File: config.mk
export PLATFORM = sky130hd
export DESIGN_NAME = csline_ctrl
export DESIGN_NICKNAME = d
export VERILOG_FILES = /design/src/rtl/csline_pkg.sv /design/src/rtl/csline_cfg_reg.sv /design/src/rtl/csline_level_reg.sv /design/src/rtl/csline_outmux.sv /design/src/rtl/csline_ctrl.sv
export SDC_FILE = /design/constraint.sdc
export NUM_CORES = 1
export LEC_CHECK = 0
export BUFFER_PORTS_ARGS = -buffer_cell sky130_fd_sc_hd__buf_2
export CAP_MARGIN = 20
export CORE_MARGIN = 4
export CORE_UTILIZATION = 45
export CTS_CLUSTER_SIZE = 14
export DETAILED_ROUTE_END_ITERATION = 6
export PLACE_DENSITY = 0.85
export REMOVE_ABC_BUFFERS = 1
export SLEW_MARGIN = 10
export SYNTH_ARGS = -nofsm -noshare
export SYNTH_HDL_FRONTEND = slang
export SYNTH_SLANG_ARGS = --single-unit
File: constraint.sdc
create_clock -name clk -period 1.17 [get_ports clk]
set_input_delay 0.234 -clock clk [delete_from_list [all_inputs] [get_ports clk]]
set_output_delay 0.234 -clock clk [all_outputs]
set_load 0.01 [all_outputs]
File: src/rtl/csline_pkg.sv
package csline_pkg;

    localparam int REG_W     = 16;
    localparam int MAX_LINES = 8;

    typedef enum logic [1:0] {
        OFS_CFG   = 2'd0,
        OFS_FORCE = 2'd1,
        OFS_LEVEL = 2'd2,
        OFS_SPARE = 2'd3
    } reg_ofs_e;

    typedef enum logic {
        RD_IDLE = 1'b0,
        RD_RESP = 1'b1
    } rd_state_e;

endpackage

File: src/rtl/csline_cfg_reg.sv
module csline_cfg_reg
    import csline_pkg::*;
#(
    parameter int NUM_LINES = 6
) (
    input  logic                 clk,
    input  logic                 rst_n,
    input  logic                 we,
    input  logic [REG_W-1:0]     wdata,
    output logic [NUM_LINES-1:0] cs_en,
    output logic [NUM_LINES-1:0] inv
);
    localparam int HALF = REG_W / 2;

    always_ff @(posedge clk) begin
        if (!rst_n) begin
            cs_en <= '0;
            inv   <= '0;
        end else if (we) begin
            cs_en <= wdata[HALF +: NUM_LINES];
            inv   <= wdata[0 +: NUM_LINES];
        end
    end

endmodule

File: src/rtl/csline_level_reg.sv
module csline_level_reg
    import csline_pkg::*;
#(
    parameter int NUM_LINES = 6
) (
    input  logic                 clk,
    input  logic                 rst_n,
    input  logic                 we,
    input  logic [REG_W-1:0]     wdata,
    output logic [NUM_LINES-1:0] level
);
    localparam int HALF = REG_W / 2;

    logic [NUM_LINES-1:0] raise_bits;
    logic [NUM_LINES-1:0] lower_bits;

    assign raise_bits = wdata[HALF +: NUM_LINES];
    assign lower_bits = wdata[0 +: NUM_LINES];

    always_ff @(posedge clk) begin
        if (!rst_n) begin
            level <= '1;
        end else if (we) begin
            level <= (level & ~lower_bits) | raise_bits;
        end
    end

    AST_HOLD_WITHOUT_WRITE: assert property (@(posedge clk) disable iff (!rst_n)
        !we |=> $stable(level));

    for (genvar g = 0; g < NUM_LINES; g++) begin : g_line_chk
        AST_RAISE_WINS: assert property (@(posedge clk) disable iff (!rst_n)
            (we && wdata[HALF + g]) |=> level[g]);
        AST_LOWER_TAKES: assert property (@(posedge clk) disable iff (!rst_n)
            (we && wdata[g] && !wdata[HALF + g]) |=> !level[g]);
    end

endmodule

File: src/rtl/csline_outmux.sv
module csline_outmux #(
    parameter int NUM_LINES = 6
) (
    input  logic [NUM_LINES-1:0] cs_en,
    input  logic [NUM_LINES-1:0] inv,
    input  logic [NUM_LINES-1:0] level,
    output logic [NUM_LINES-1:0] pin
);
    for (genvar g = 0; g < NUM_LINES; g++) begin : g_pin
        assign pin[g] = cs_en[g] ? (level[g] ^ inv[g]) : inv[g];
    end

endmodule

File: src/rtl/csline_ctrl.sv
module csline_ctrl
    import csline_pkg::*;
#(
    parameter int NUM_LINES = 6,
    parameter int ADDR_W    = 2
) (
    input  logic                 clk,
    input  logic                 rst_n,
    input  logic                 wr_en,
    input  logic [ADDR_W-1:0]    wr_addr,
    input  logic [15:0]          wr_data,
    input  logic                 rd_en,
    input  logic [ADDR_W-1:0]    rd_addr,
    output logic [15:0]          rd_data,
    output logic                 rd_valid,
    output logic [NUM_LINES-1:0] cs_out
);
    localparam int HALF = REG_W / 2;
    localparam logic [ADDR_W-1:0] A_CFG   = ADDR_W'(OFS_CFG);
    localparam logic [ADDR_W-1:0] A_FORCE = ADDR_W'(OFS_FORCE);
    localparam logic [ADDR_W-1:0] A_LEVEL = ADDR_W'(OFS_LEVEL);

    logic [NUM_LINES-1:0] cs_en;
    logic [NUM_LINES-1:0] inv;
    logic [NUM_LINES-1:0] level;
    logic                 cfg_we;
    logic                 force_we;
    logic [REG_W-1:0]     rd_mux;
    logic [REG_W-1:0]     rd_q;
    rd_state_e            state_q;
    rd_state_e            state_d;

    assign cfg_we   = wr_en && (wr_addr == A_CFG);
    assign force_we = wr_en && (wr_addr == A_FORCE);

    csline_cfg_reg #(.NUM_LINES(NUM_LINES)) cfg_i (
        .clk   (clk),
        .rst_n (rst_n),
        .we    (cfg_we),
        .wdata (wr_data),
        .cs_en (cs_en),
        .inv   (inv)
    );

    csline_level_reg #(.NUM_LINES(NUM_LINES)) lvl_i (
        .clk   (clk),
        .rst_n (rst_n),
        .we    (force_we),
        .wdata (wr_data),
        .level (level)
    );

    csline_outmux #(.NUM_LINES(NUM_LINES)) mux_i (
        .cs_en (cs_en),
        .inv   (inv),
        .level (level),
        .pin   (cs_out)
    );

    always_comb begin
        rd_mux = '0;
        if (rd_addr == A_CFG) begin
            rd_mux = {HALF'(cs_en), HALF'(inv)};
        end else if (rd_addr == A_LEVEL) begin
            rd_mux = {{HALF{1'b0}}, HALF'(level)};
        end
    end

    always_comb begin
        state_d = state_q;
        unique case (state_q)
            RD_IDLE: state_d = rd_en ? RD_RESP : RD_IDLE;
            RD_RESP: state_d = rd_en ? RD_RESP : RD_IDLE;
            default: state_d = RD_IDLE;
        endcase
    end

    always_ff @(posedge clk) begin
        if (!rst_n) begin
            state_q <= RD_IDLE;
            rd_q    <= '0;
        end else begin
            state_q <= state_d;
            if (rd_en) begin
                rd_q <= rd_mux;
            end
        end
    end

    always_comb begin
        rd_valid = (state_q == RD_RESP);
        rd_data  = rd_valid ? rd_q : '0;
    end

    AST_RESP_AFTER_REQ: assert property (@(posedge clk) disable iff (!rst_n)
        rd_en |=> rd_valid);
    AST_NO_RESP_WITHOUT_REQ: assert property (@(posedge clk) disable iff (!rst_n)
        !rd_en |=> !rd_valid);
    AST_LEVEL_UPPER_ZERO: assert property (@(posedge clk) disable iff (!rst_n)
        (rd_en && rd_addr == A_LEVEL) |=> (rd_data[15:8] == 8'h00));

endmodule

### Word-level counts from Yosys, hierarchy flattened

Index checks and enable logic that the tools add are counted.

| storage, ports and cells | value |
|---|---|
| bits in registers | 35 |
| bits of input ports | 24 |
| output and inout bits | 23 |
| logic and storage cells | 30 |

| operators by class | value |
|---|---|
| equality and inequality tests | 2 |
| multiplexer cells | 10 |
| bitwise operators | 9 |
| reductions and logical operators | 4 |

Operators by type and width:

| kind | number |
|---|---|
| $mux W16 | 2 |
| $mux W1 | 7 |
| $and A6 B6 Y6 | 1 |
| $mux W6 | 1 |
| $not A6 Y6 | 1 |
| $or A6 B6 Y6 | 1 |
| $xor A1 B1 Y1 | 6 |
| $logic_not A2 Y1 | 2 |
| $eq A2 B1 Y1 const B | 1 |
| $eq A2 B2 Y1 const B | 1 |
| $logic_and A1 B1 Y1 | 2 |

### Longest topological paths before layout

Gate-level depths: netlist of run 1.

| logic depth | value |
|---|---|
| depth after elaboration | 3 |
| gate-level depth with buffers | 4 |

### Hierarchy

Synthesis of run 1 repeated with hierarchy kept, for this count alone.

| second synthesis, totals | value |
|---|---|
| cells, all modules | 139 |
| area total of the unflattened synthesis | 1403.8 um2 |

By module, submodules not included:

| module | times used | cells an instance | area an instance (um2) | seq. area each (um2) |
|---|---|---|---|---|
| csline_ctrl | 1 | 69 | 658.1 | 260.2 |
| csline_cfg_reg | 1 | 38 | 450.4 | 240.2 |
| csline_level_reg | 1 | 20 | 220.2 | 120.1 |
| csline_outmux | 1 | 12 | 75.1 | 0.0 |

### Worst setup path after synthesis of run 1

OpenSTA, ideal clock, no wires.

| path | value |
|---|---|
| path kind | in2reg |
| start point | input port wr_addr[0] |
| end point | register lvl_i.level[2] |
| library setup time | 122 ps |
| arrival time | 998 ps |
| required time | 1048 ps |
| setup slack | 50 ps |
| stages on the path | 4 |
| path buffers | 2 |
| path through | clkbuf_2 > and3b_1 > buf_6 > a221o_1 |

| on the way | value |
|---|---|
| longest elaborated chain between the ends | 2 |

Ends and longest elaborated chain:

| what | RTL line | RTL |
|---|---|---|
| from (decl) | csline_ctrl.sv:10 | `input logic [ADDR_W-1:0] wr_addr,` |
| $eq A2 B1 Y1 | csline_ctrl.sv:34 | `assign force_we = wr_en && (wr_addr == A_FORCE);` |
| $logic_and A1 B1 Y1 | csline_ctrl.sv:34 |  |
| to (signal assigned) | csline_level_reg.sv:24 | `level <= (level & ~lower_bits) \| raise_bits;` |
| to (decl) | csline_level_reg.sv:10 | `output logic [NUM_LINES-1:0] level` |

No other way between the ends.
A chain may end at the register's enable or synchronous reset.

### Worst setup path in the final report of run 1

| path | value |
|---|---|
| start point | register cfg_i.inv[1] |
| end point | output port cs_out[1] |

| on the way | value |
|---|---|
| longest elaborated chain between the ends | 2 |

Ends and longest elaborated chain:

| what | RTL line | RTL |
|---|---|---|
| from (decl) | csline_cfg_reg.sv:11 | `output logic [NUM_LINES-1:0] inv` |
| from (signal assigned) | csline_cfg_reg.sv:21 | `inv <= wdata[0 +: NUM_LINES];` |
| $xor A1 B1 Y1 | csline_outmux.sv:10 | `assign pin[g] = cs_en[g] ? (level[g] ^ inv[g]) : inv[g];` |
| $mux W1 * | csline_outmux.sv:10 |  |
| to (decl) | csline_ctrl.sv:16 | `output logic [NUM_LINES-1:0] cs_out` |

Every way passes the cells marked *; elsewhere a longest branch is shown, timed or not.

==> metrics, run 1 <==
worst hold start wr_data[5]; R2R depth 2; Post-synth top cells dfxtp_1 (31), nand2_1 (30), mux2i_1 (18); maximum VDD drop 0.000686 V; Die W around 65 um; DR vias ~1,300; number of synthesized flops with an enable pin 0; CP top delay family flip-flops; clock sinks 31; smallest hold slack between 0.1 and 0.15 ns; CP peak stage delay 0.42 ns; clock root buffer clkbuf_4; failing checks negative setup slack; Clock Skew around 0.0085 ns; area delta synth->final 32.9%; Netlist Area Pre-Place 0.00148 mm^2; Final Max Tran Viols 0; critical path's slowest cell dfxtp_1; Post-Syn Instances ~150; layout cells sized above 1 between 40% and 50%; syn avg cell area ~9.6 um^2; Critical path buffers and inverters 1; Post-synth top flop dfxtp_1; FF/Latch Area approximately 640 um^2; Filler Cell Count 264; CTS tree done; Routed Antenna Nets 0; Req. time, crit path around 0.94 ns; most common cell in the netlist dfxtp_1; worst r2r src lvl_i.level[3]; hold endpoint cfg_i.inv[5]; Setup WS post-layout -0.115 ns; clk slew on worst S/H paths ~0.090 ns; die height roughly 65 um; worst hold path type in2reg; grt total ovfl 0; worst setup path category reg2out; Antenna diodes 0; I/O pin count 47; CP endpoint kind primary output; routed wire length approximately 3700 um; Finished Core Util ~63%; Min Clock Period, post-route 1.28 ns; Fin. Hold Viols 0; # setup viols final 18; Netlist cell types 23; Fmax between 700 and 800 MHz; Vias/cell between 5 and 6; top post-synthesis cells by area dfxtp_1 (42%), mux2i_1 (12%), nand2_1 (7.6%); Pleak between 0.8 and 0.9 nW; TritonCTS Buffers 5; vias in the first global route between 1,000 and 1,500; Starting Density a little under half; Max Cap Viol 0; RSZ-0062 raised after global routing yes; largest net degree at the start of global routing 16; area leader, netlist dfxtp_1; post-synth top area share a little over two fifths; row count 20; first drt pass iteration count 4; Pwr per Cell Area ~1200 mW/mm^2; outcome complete, but fails checks; crit start category flop; H-tree depth 2; initial antenna violation count 0; count of buffers from port buffering 38; routability congestion estimate ~0.75; die area 0.00427 mm^2; Starting DRT DRC Count 45; first-pass GRT wire length 5910 um; worst skew pair latency around 0.34 ns; period utilization 110%; Yosys reg bits 31; # DRC 0; Clock Path Buffers 2; setup TNS -1.21 ns; final net count between 200 and 250; Core Area around 0.0031 mm^2; HPWL Detailed 2360 um; Multi-input gate area roughly 840 um^2; Wirelength per Cell about 15 um; post-synthesis sequential area ratio approximately two fifths; Total GRT Usage about 18%; Syn. warnings 0; reg-to-reg endpoint lvl_i.level[3]; WHS Path Cells 3; Crit Path Max Fanout 3; share of flip-flops with an asynchronous set or reset 0%; crit path DAT about 1.1 ns; R2R setup slack approximately 0.27 ns; crit path cell chain xnor2_2 -> buf_2
-- power by group --
part	leakage (nW)	internal, mW	switching [mW]
logic	0.567	0.145	0.149
registers	0.254	1.09	0.0291
clock network	0.0482	0.505	0.380
total	0.869	1.74	0.558
-- how the worst max path moves through the flow --
stage                                end  cells past startpoint      startpoint
after floorplan           cfg_i.cs_en[0]                      2      wr_addr[1]
after global routing           cs_out[1]                      3  cfg_i.cs_en[1]
after global placement    lvl_i.level[3]                      3      wr_addr[1]
after detailed placement  lvl_i.level[3]                      3      wr_addr[1]
after CTS                      cs_out[2]                      3  cfg_i.cs_en[2]
final                          cs_out[1]                      2    cfg_i.inv[1]
-- sequential cells by signal, summed over array words and instances, names as in the netlist --
name and count:
rd_q 12, cfg_i.cs_en 6, lvl_i.level 6, rd_valid 1, cfg_i.inv 6
-- repair_timing --
action,4_1_cts,5_1_grt
gates resized for setup,17,11
pin swaps,0,2
setup buffers,12,3
setup endpoints to repair,19,18
gates cloned,0,0
hold buffers,0,0
-- layout make-up --
class	count	share of cell area (%)
Timing Repair Buffer	57	17.5
Sequential cell	31	32.7
Tap cell	44	2.80
Clock buffer	6	2.60
Multi-Input combinational cell	111	42.4
Inverter	1	0.191
Clock inverter	2	1.78
-- worst register-to-register path: cells and delay by family (launching register included) --
family	cells	cell delay, ns
flops	1	0.34
compound gates	1	0.33
buf+inv	1	0.13
-- per-layer routing --
| layer | track usage (%) | wire length [um] |
|---|---|---|
| met1 | 20.6 | 1490 |
| met4 | 5.70 | 65 |
| met3 | 5.64 | 343 |
| met2 | 31.6 | 1830 |
| met5 | 0 | 0 |
-- layout by cell type, fill, tap and decap left out --
| cell type | Yosys | routed |
|---|---|---|
| clkinv_2 | 0 | 1 |
| mux2i_1 | 18 | 18 |
| clkbuf_4 | 0 | 5 |
| nand2_2 | 0 | 6 |
| nand4b_1 | 6 | 6 |
| buf_4 | 4 | 18 |
| a221o_1 | 6 | 6 |
| bufinv_16 | 0 | 1 |
| dfxtp_1 | 31 | 15 |
| nand3b_1 | 1 | 1 |
| conb_1 | 1 | 4 |
| xnor2_2 | 0 | 5 |
| nand2b_1 | 6 | 6 |
| nor2b_1 | 1 | 1 |
| and3b_1 | 1 | 1 |
| dfxtp_2 | 0 | 15 |
| a21oi_1 | 6 | 6 |
| dfxtp_4 | 0 | 1 |
| buf_12 | 0 | 1 |
| nor3b_4 | 1 | 1 |
| nand4bb_1 | 6 | 6 |
| o2bb2ai_1 | 6 | 6 |
| clkbuf_8 | 0 | 1 |
| inv_1 | 1 | 1 |
| buf_2 | 1 | 38 |
| nand2_1 | 30 | 24 |
| xnor2_1 | 6 | 1 |
| and2_1 | 13 | 13 |
-- cells by family after synthesis --
family,count (synthesis),synth area share [%]
AOI/OAI and AO/OA,18,9.63
xor gates and xnor gates,6,3.55
buffers and inverters,15,6.00
DFF,31,41.9
muxes,18,12.2
other,1,0.253
and+or+nand+nor,65,26.5
-- through the flow --
stage / total power [mW] / area [um^2] / worst slack, ns / std cells
floorplan: 1.26 / 1410 / 0.0902 / 143
global placement: 1.38 / 1700 / 0.0533 / 229
detailed placement: 1.39 / 1700 / 0.0368 / 229
CTS: 2.27 / 1900 / -0.106 / 249
global route: 2.38 / 1970 / -0.162 / 252
finish: 2.30 / 1970 / -0.115 / 252
Note: power is estimated with default switching activity, not from simulation.
==> run 2: changes to the inputs <==
Settings changed: CORE_MARGIN 4 to 1.5.
==> run 2 against run 1 <==
  * The run still ends with negative setup slack left
  * Sequential cell count is the same
  * Count of clock-buffer cells in the layout grew 2
  * Non-clock buffer count fell by 3
  * Die area down 15%
  * Critical path type unchanged
  * Largest power group unchanged
==> metrics, run 2 (synthesis gave the netlist of run 1 again) <==
first drt pass iteration count 4 (unchanged); FF/Latch Area 641 um^2 (-0.39%); Crit Path Max Fanout 3 (unchanged); routed wire length 3490 um (-6.4%); Reg with most FFs rd_q; met2 WL 1730 um (-5.5%); outcome complete, but fails checks; Pleak 0.833 nW (-4.2%); Starting Density 48.1% (+0.39 points); final net count 228 (-1.3%); Starting DRT DRC Count 33 (-27%); # DRC 0 (unchanged); Filler Cell Count 277 (+4.9%); crit path DAT 1.05 ns (about the same); vias in the first global route 1,208 (-3.7%); Non-Filler Cell Area, Final 0.00191 mm^2 (-3.2%); hold buffer count at cts 0 (unchanged); most frequent cells in the layout buf_2 (38), nand2_1 (24), mux2i_1 (18), dfxtp_1 (17), buf_4 (16); clock sinks 31 (unchanged); layout cells sized above 1 42.0% (-2.8 points); Clock Path Buffers 2 (unchanged); die area 0.00365 mm^2 (-15%); TritonCTS Buffers 5 (unchanged); Fin. Hold Viols 0 (unchanged); grt total ovfl 0 (unchanged); period utilization 110% (-0.23 points); routability congestion estimate 0.758 (+1.2%); HPWL Detailed 2200 um (-6.7%); worst r2r src lvl_i.level[3]; beginning of the critical path cfg_i.inv[0]; placed cell areas 0.00168 mm^2 (-0.74%); I/O pin count 47 (unchanged); final total power 2.11 mW (-8.1%); clock root buffer clkbuf_4; largest net degree at the start of global routing 24 (+8); initial antenna violation count 0 (unchanged); failing checks negative setup slack; R2R depth 2 (unchanged); H-tree depth 2 (unchanged); Setup WS post-layout -0.112 ns (+0.00271 ns); Min Clock Period, post-route 1.28 ns (-0.00271 ns); Die W 60.4 um (-7.6%); Core Area 0.00308 mm^2 (-0.81%); Wirelength per Cell 14.0 um (-5.3%); count of buffers from port buffering 38 (unchanged); Req. time, crit path 0.94 ns (about the same); met1 wire length 1590 um (+6.9%); Vias/cell 5.10 (-1.3%); Fmax 780 MHz (+0.21%); maximum VDD drop 0.000638 V (-7.0%); crit start category flop; RSZ-0062 raised after global routing yes; CP endpoint kind primary output; Multi-input gate area 828 um^2 (-0.90%); worst skew pair latency 0.32 ns (-0.02 ns); reg-to-reg endpoint lvl_i.level[3]; DR vias 1,270 (-2.5%); worst hold path type in2reg; Clock Skew 0.00469 ns (-0.00383 ns); commonest non-fill, non-tap cell in the layout buf_2; Final Max Tran Viols 0 (unchanged); CTS tree done; Highest Signal Layer met3; clk slew on worst S/H paths 0.10 ns (about the same); R2R setup slack 0.26 ns (about the same); Total GRT Usage 21.0% (+3.0 points); Placed Instances 229 (unchanged); max reg flops 12 (unchanged); setup TNS -1.10 ns (+0.102 ns); Layout Cells excl Fill 249 (-1.2%); Routed Antenna Nets 0 (unchanged); met3 WL post-DR 168 um (-51%); area delta synth->final 28.7%; Pwr per Cell Area 1110 mW/mm^2 (-5.1%); # setup viols final 18 (unchanged); Max Cap Viol 0 (unchanged); die height 60.4 um (-7.6%); row count 20 (unchanged); smallest hold slack 0.148 ns (+0.00521 ns); worst setup path category reg2out; Worst Setup EP cs_out[0]; Antenna diodes 0 (unchanged); first-pass GRT wire length 5690 um (-3.9%)
run 2: worst min path at each step:
stage,start,to,slack (ns),cells past startpoint
CTS,wr_data[13],cfg_i.cs_en[5],0.15,3
detailed placement,rd_q[5],rd_q[5],0.44,1
finish,wr_data[3],cfg_i.inv[3],0.15,3
floorplan,rd_en,rd_valid,0.36,1
global route,wr_data[13],cfg_i.cs_en[5],0.14,3
global placement,rd_q[3],rd_q[3],0.44,1
run 2: power breakdown:
part | internal [mW] | switching (mW) | total (mW)
clock | 0.353 | 0.358 | 0.712
sequential | 1.09 | 0.0290 | 1.12
combinational | 0.135 | 0.146 | 0.281
run 2: what timing repair did:
item	4_1_cts	5_1_grt
setup endpoints to repair	19	18
pin swaps	4	3
resized for setup	19	6
setup buffers	12	0
run 2: final cells by class:
cell class              instances  area share, %
well taps                      44           2.89
inverters                       1          0.197
multi-input cells             111           43.4
repair buffers                 54           16.3
flip-flops and latches         31           33.6
clock buffers                   8           3.61
run 2: through the flow:
| step | setup slack [ns] | util [%] |
|---|---|---|
| detailed placement | 0.0291 | 54.7 |
| global placement | 0.0517 | 54.7 |
| global route | -0.170 | 62.0 |
| finish | -0.112 | 62.0 |
| floorplan | 0.0902 | - |
| CTS | -0.117 | 61.0 |
run 2: per-layer routing:
metal	vias to the layer above	GRT usage, %
li1	629	-
met1	603	27.4
met2	38	35.2
met3	0	4.48
met4	0	5.71
met5	-	0
run 2: worst max-delay path: stages (launching register included):
cell and delay [ns]:
dfxtp_1 0.42, xnor2_2 0.15, buf_2 0.16
==> run 3: changes to the inputs <==
Settings changed: CORE_UTILIZATION 45 to 44, PLACE_DENSITY 0.85 to 0.84, SYNTH_HIERARCHICAL from default to 1.
==> run 3 against run 2 <==
  * The run still ends with negative setup slack left
  * Largest power group unchanged
  * Global-route usage fell by 0.17 points
  * Maximum frequency rose by 1.1%
  * Critical endpoint unchanged
  * Cell count fell by 3.2%
  * Combinational power fell by 6%
  * Critical path depth rose by 1
==> metrics, run 3 <==
Setup WS post-layout -0.0976 ns (+0.0145 ns); crit start category flop; clock sinks 31 (unchanged); Clock power frac 33.8% (about the same); R2R setup slack 0.25 ns (about the same); maximum VDD drop 0.000684 V (+7.2%); WHS Path Cells 2 (-1); count of buffers from port buffering 38 (unchanged); CTS tree done; clk slew on worst S/H paths 0.09 ns (about the same); Yosys reg bits 31 (unchanged); Internal 1.58 mW (about the same); clock root buffer clkbuf_4; routed wire length 3260 um (-6.6%); Post-synth top flop dfxtp_1; # setup viols final 18 (unchanged); worst skew pair latency 0.33 ns (about the same); Total GRT Usage 20.8% (-0.17 points); Vias/cell 4.82 (-5.5%); outcome complete, but fails checks; worst r2r src lvl_i/level[5]; Starting Density 46.0% (-2.1 points); Non-Filler Cell Area, Final 0.00185 mm^2 (-2.9%); Multi-input gate area 751 um^2 (-9.4%); layout cells sized above 1 47.7% (+5.8 points); Sw Share 24.3% (-0.91 points); worst hold path type in2reg; Clock Path Buffers 2 (unchanged); Antenna diodes 0 (unchanged); HPWL Detailed 2150 um (-2.3%); CP endpoint kind primary output; Wirelength per Cell 13.5 um (-3.5%); Netlist Area Pre-Place 0.00140 mm^2 (-5.2%); TritonCTS Buffers 5 (unchanged); Starting DRT DRC Count 36 (+9.1%); most common cell in the netlist dfxtp_1; crit path cell chain nand2_2 -> xnor2_2 -> buf_2; Fin. Hold Viols 0 (unchanged); die area 0.00354 mm^2 (-2.9%); first-pass GRT wire length 5290 um (-6.9%); RSZ-0062 raised after global routing yes; share of flip-flops with an asynchronous set or reset 0% (unchanged); # DRC 0 (unchanged); Max Cap Viol 0 (unchanged); critical path's slowest cell dfxtp_2; CP peak stage delay 0.36 ns (-0.06 ns); Syn. warnings 6 (+6); Netlist cell types 21 (-8.7%); Pwr per Cell Area 1130 mW/mm^2 (+1.7%); row count 20 (unchanged); period utilization 108% (-1.2 points); reg-to-reg endpoint lvl_i/level[5]; placed cell areas 0.00164 mm^2 (-2.4%); Comb power frac 12.6% (-0.7 points); Finished Core Util 60.7% (-1.3 points); failing checks negative setup slack; Req. time, crit path 0.94 ns (about the same); post-synthesis sequential area ratio 44.2% (+2.3 points); Crit Path Max Fanout 2 (-1); Worst Setup EP cs_out[0]; Filler Cell Count 288 (+4.0%); Die W 59.5 um (-1.5%); die height 59.5 um (-1.5%); Reg with most FFs rd_q; worst setup path category reg2out; grt total ovfl 0 (unchanged); FF/Latch Area 641 um^2 (unchanged); commonest non-fill, non-tap cell in the layout buf_2; Flop pwr share 53.6% (+0.6 points); Pleak 0.800 nW (-3.9%); Core Area 0.00305 mm^2 (-0.81%); H-tree depth 2 (unchanged); top post-synthesis cells by area dfxtp_1 (44%), mux2i_1 (13%), nor2b_1 (5.8%); I/O pin count 47 (unchanged); syn avg cell area 10.1 um^2 (+5.0%); routability congestion estimate 0.758 (about the same); Clock Skew 0.00383 ns (-0.000857 ns); area leader, netlist dfxtp_1; max reg flops 12 (unchanged); most frequent cells in the layout buf_2 (38), buf_4 (19), mux2i_1 (18), dfxtp_1 (17); Routed Antenna Nets 0 (unchanged); Psw 0.508 mW (-4.8%); Final Max Tran Viols 0 (unchanged); number of synthesized flops with an enable pin 0 (unchanged); final net count 220 (-3.5%); Fmax 789 MHz (+1.1%); first drt pass iteration count 4 (unchanged); largest net degree at the start of global routing 14 (-42%); crit path DAT 1.03 ns (-0.02 ns); area delta synth->final 31.9%; Post-synth top cells dfxtp_1 (31), mux2i_1 (18), nand2_1 (18); post-synth top area share 44.2% (+2.3 points); Post-Syn Instances 139 (-9.7%); R2R depth 2 (unchanged); vias in the first global route 1,162 (-3.8%); initial antenna violation count 0 (unchanged); beginning of the critical path lvl_i/level[0]; Min Clock Period, post-route 1.27 ns (-0.0145 ns); DR vias 1,162 (-8.5%)
run 3: layout make-up:
cell class | instances | area share [%]
clock buffers | 8 | 3.72
inverters | 1 | 0.203
multi-input cells | 100 | 40.5
flip-flops and latches | 31 | 34.6
well taps | 44 | 2.97
repair buffers | 57 | 18.0
run 3: through the flow:
| step | setup slack [ns] | std cells | TNS, ns | total power [mW] | hold slack, ns |
|---|---|---|---|---|---|
| floorplan | -0.843 | 132 | -10.12 | 1.25 | 0.362 |
| global placement | -0.153 | 221 | -1.28 | 1.36 | 0.441 |
| detailed placement | -0.197 | 221 | -1.81 | 1.37 | 0.447 |
| CTS | -0.103 | 241 | -1.32 | 2.10 | 0.145 |
| global route | -0.156 | 241 | -2.22 | 2.19 | 0.141 |
| finish | -0.0976 | 241 | -1.15 | 2.09 | 0.150 |
run 3: worst max-delay path, delay by kind of cell (launching register included):
family                    cells  cell delay (ns)
xor gates and xnor gates      1             0.13
buffers and inverters         1             0.15
DFF                           1             0.36
and+or+nand+nor               1             0.07
run 3: routing by layer:
metal / share of wire (%) / vias to the layer above / global-route usage (%) / routed length, um
met2: 49 / 33 / 34.2 / 1620
met1: 43 / 539 / 24.2 / 1400
met3: 4.9 / 8 / 6.55 / 161
met4: 2.8 / 0 / 10.4 / 91
li1: - / 582 / - / -
met5: 0 / - / 0 / 0
run 3: worst min-delay path by stage:
stage	from	to	slack, ns
after floorplan	rst_n	cfg_i/cs_en[0]	0.36
after global placement	rd_q[0]	rd_q[0]	0.44
after detailed placement	rd_q[1]	rd_q[1]	0.45
after CTS	wr_data[12]	lvl_i/level[4]	0.15
after global routing	wr_data[12]	lvl_i/level[4]	0.14
final	wr_data[12]	lvl_i/level[4]	0.15
run 3: power groups by stage:
stage | clock network [mW] | logic [mW] | registers [mW]
final | 0.704 | 0.263 | 1.12
after global routing | 0.783 | 0.285 | 1.12
after CTS | 0.722 | 0.258 | 1.12
after detailed placement | 0 | 0.230 | 1.14
after global placement | 0 | 0.225 | 1.14
after floorplan | 0 | 0.120 | 1.13
run 3: cell families after synthesis:
family / Yosys count / synth area share [%]
buffers and inverters: 11 / 5.61
DFF: 31 / 44.2
muxes: 18 / 12.8
and+or+nand+nor: 54 / 22.2
xor gates and xnor gates: 6 / 3.74
AOI/OAI and AO/OA: 18 / 11.1
other: 1 / 0.267
run 3: what timing repair did:
item / in CTS / in global routing
hold endpoints to repair: 0 / 0
setup buffers: 12 / 0
pin swaps: 2 / 1
hold buffers: 0 / 0
gates resized for setup: 20 / 3
endpoints found under the setup margin: 19 / 18
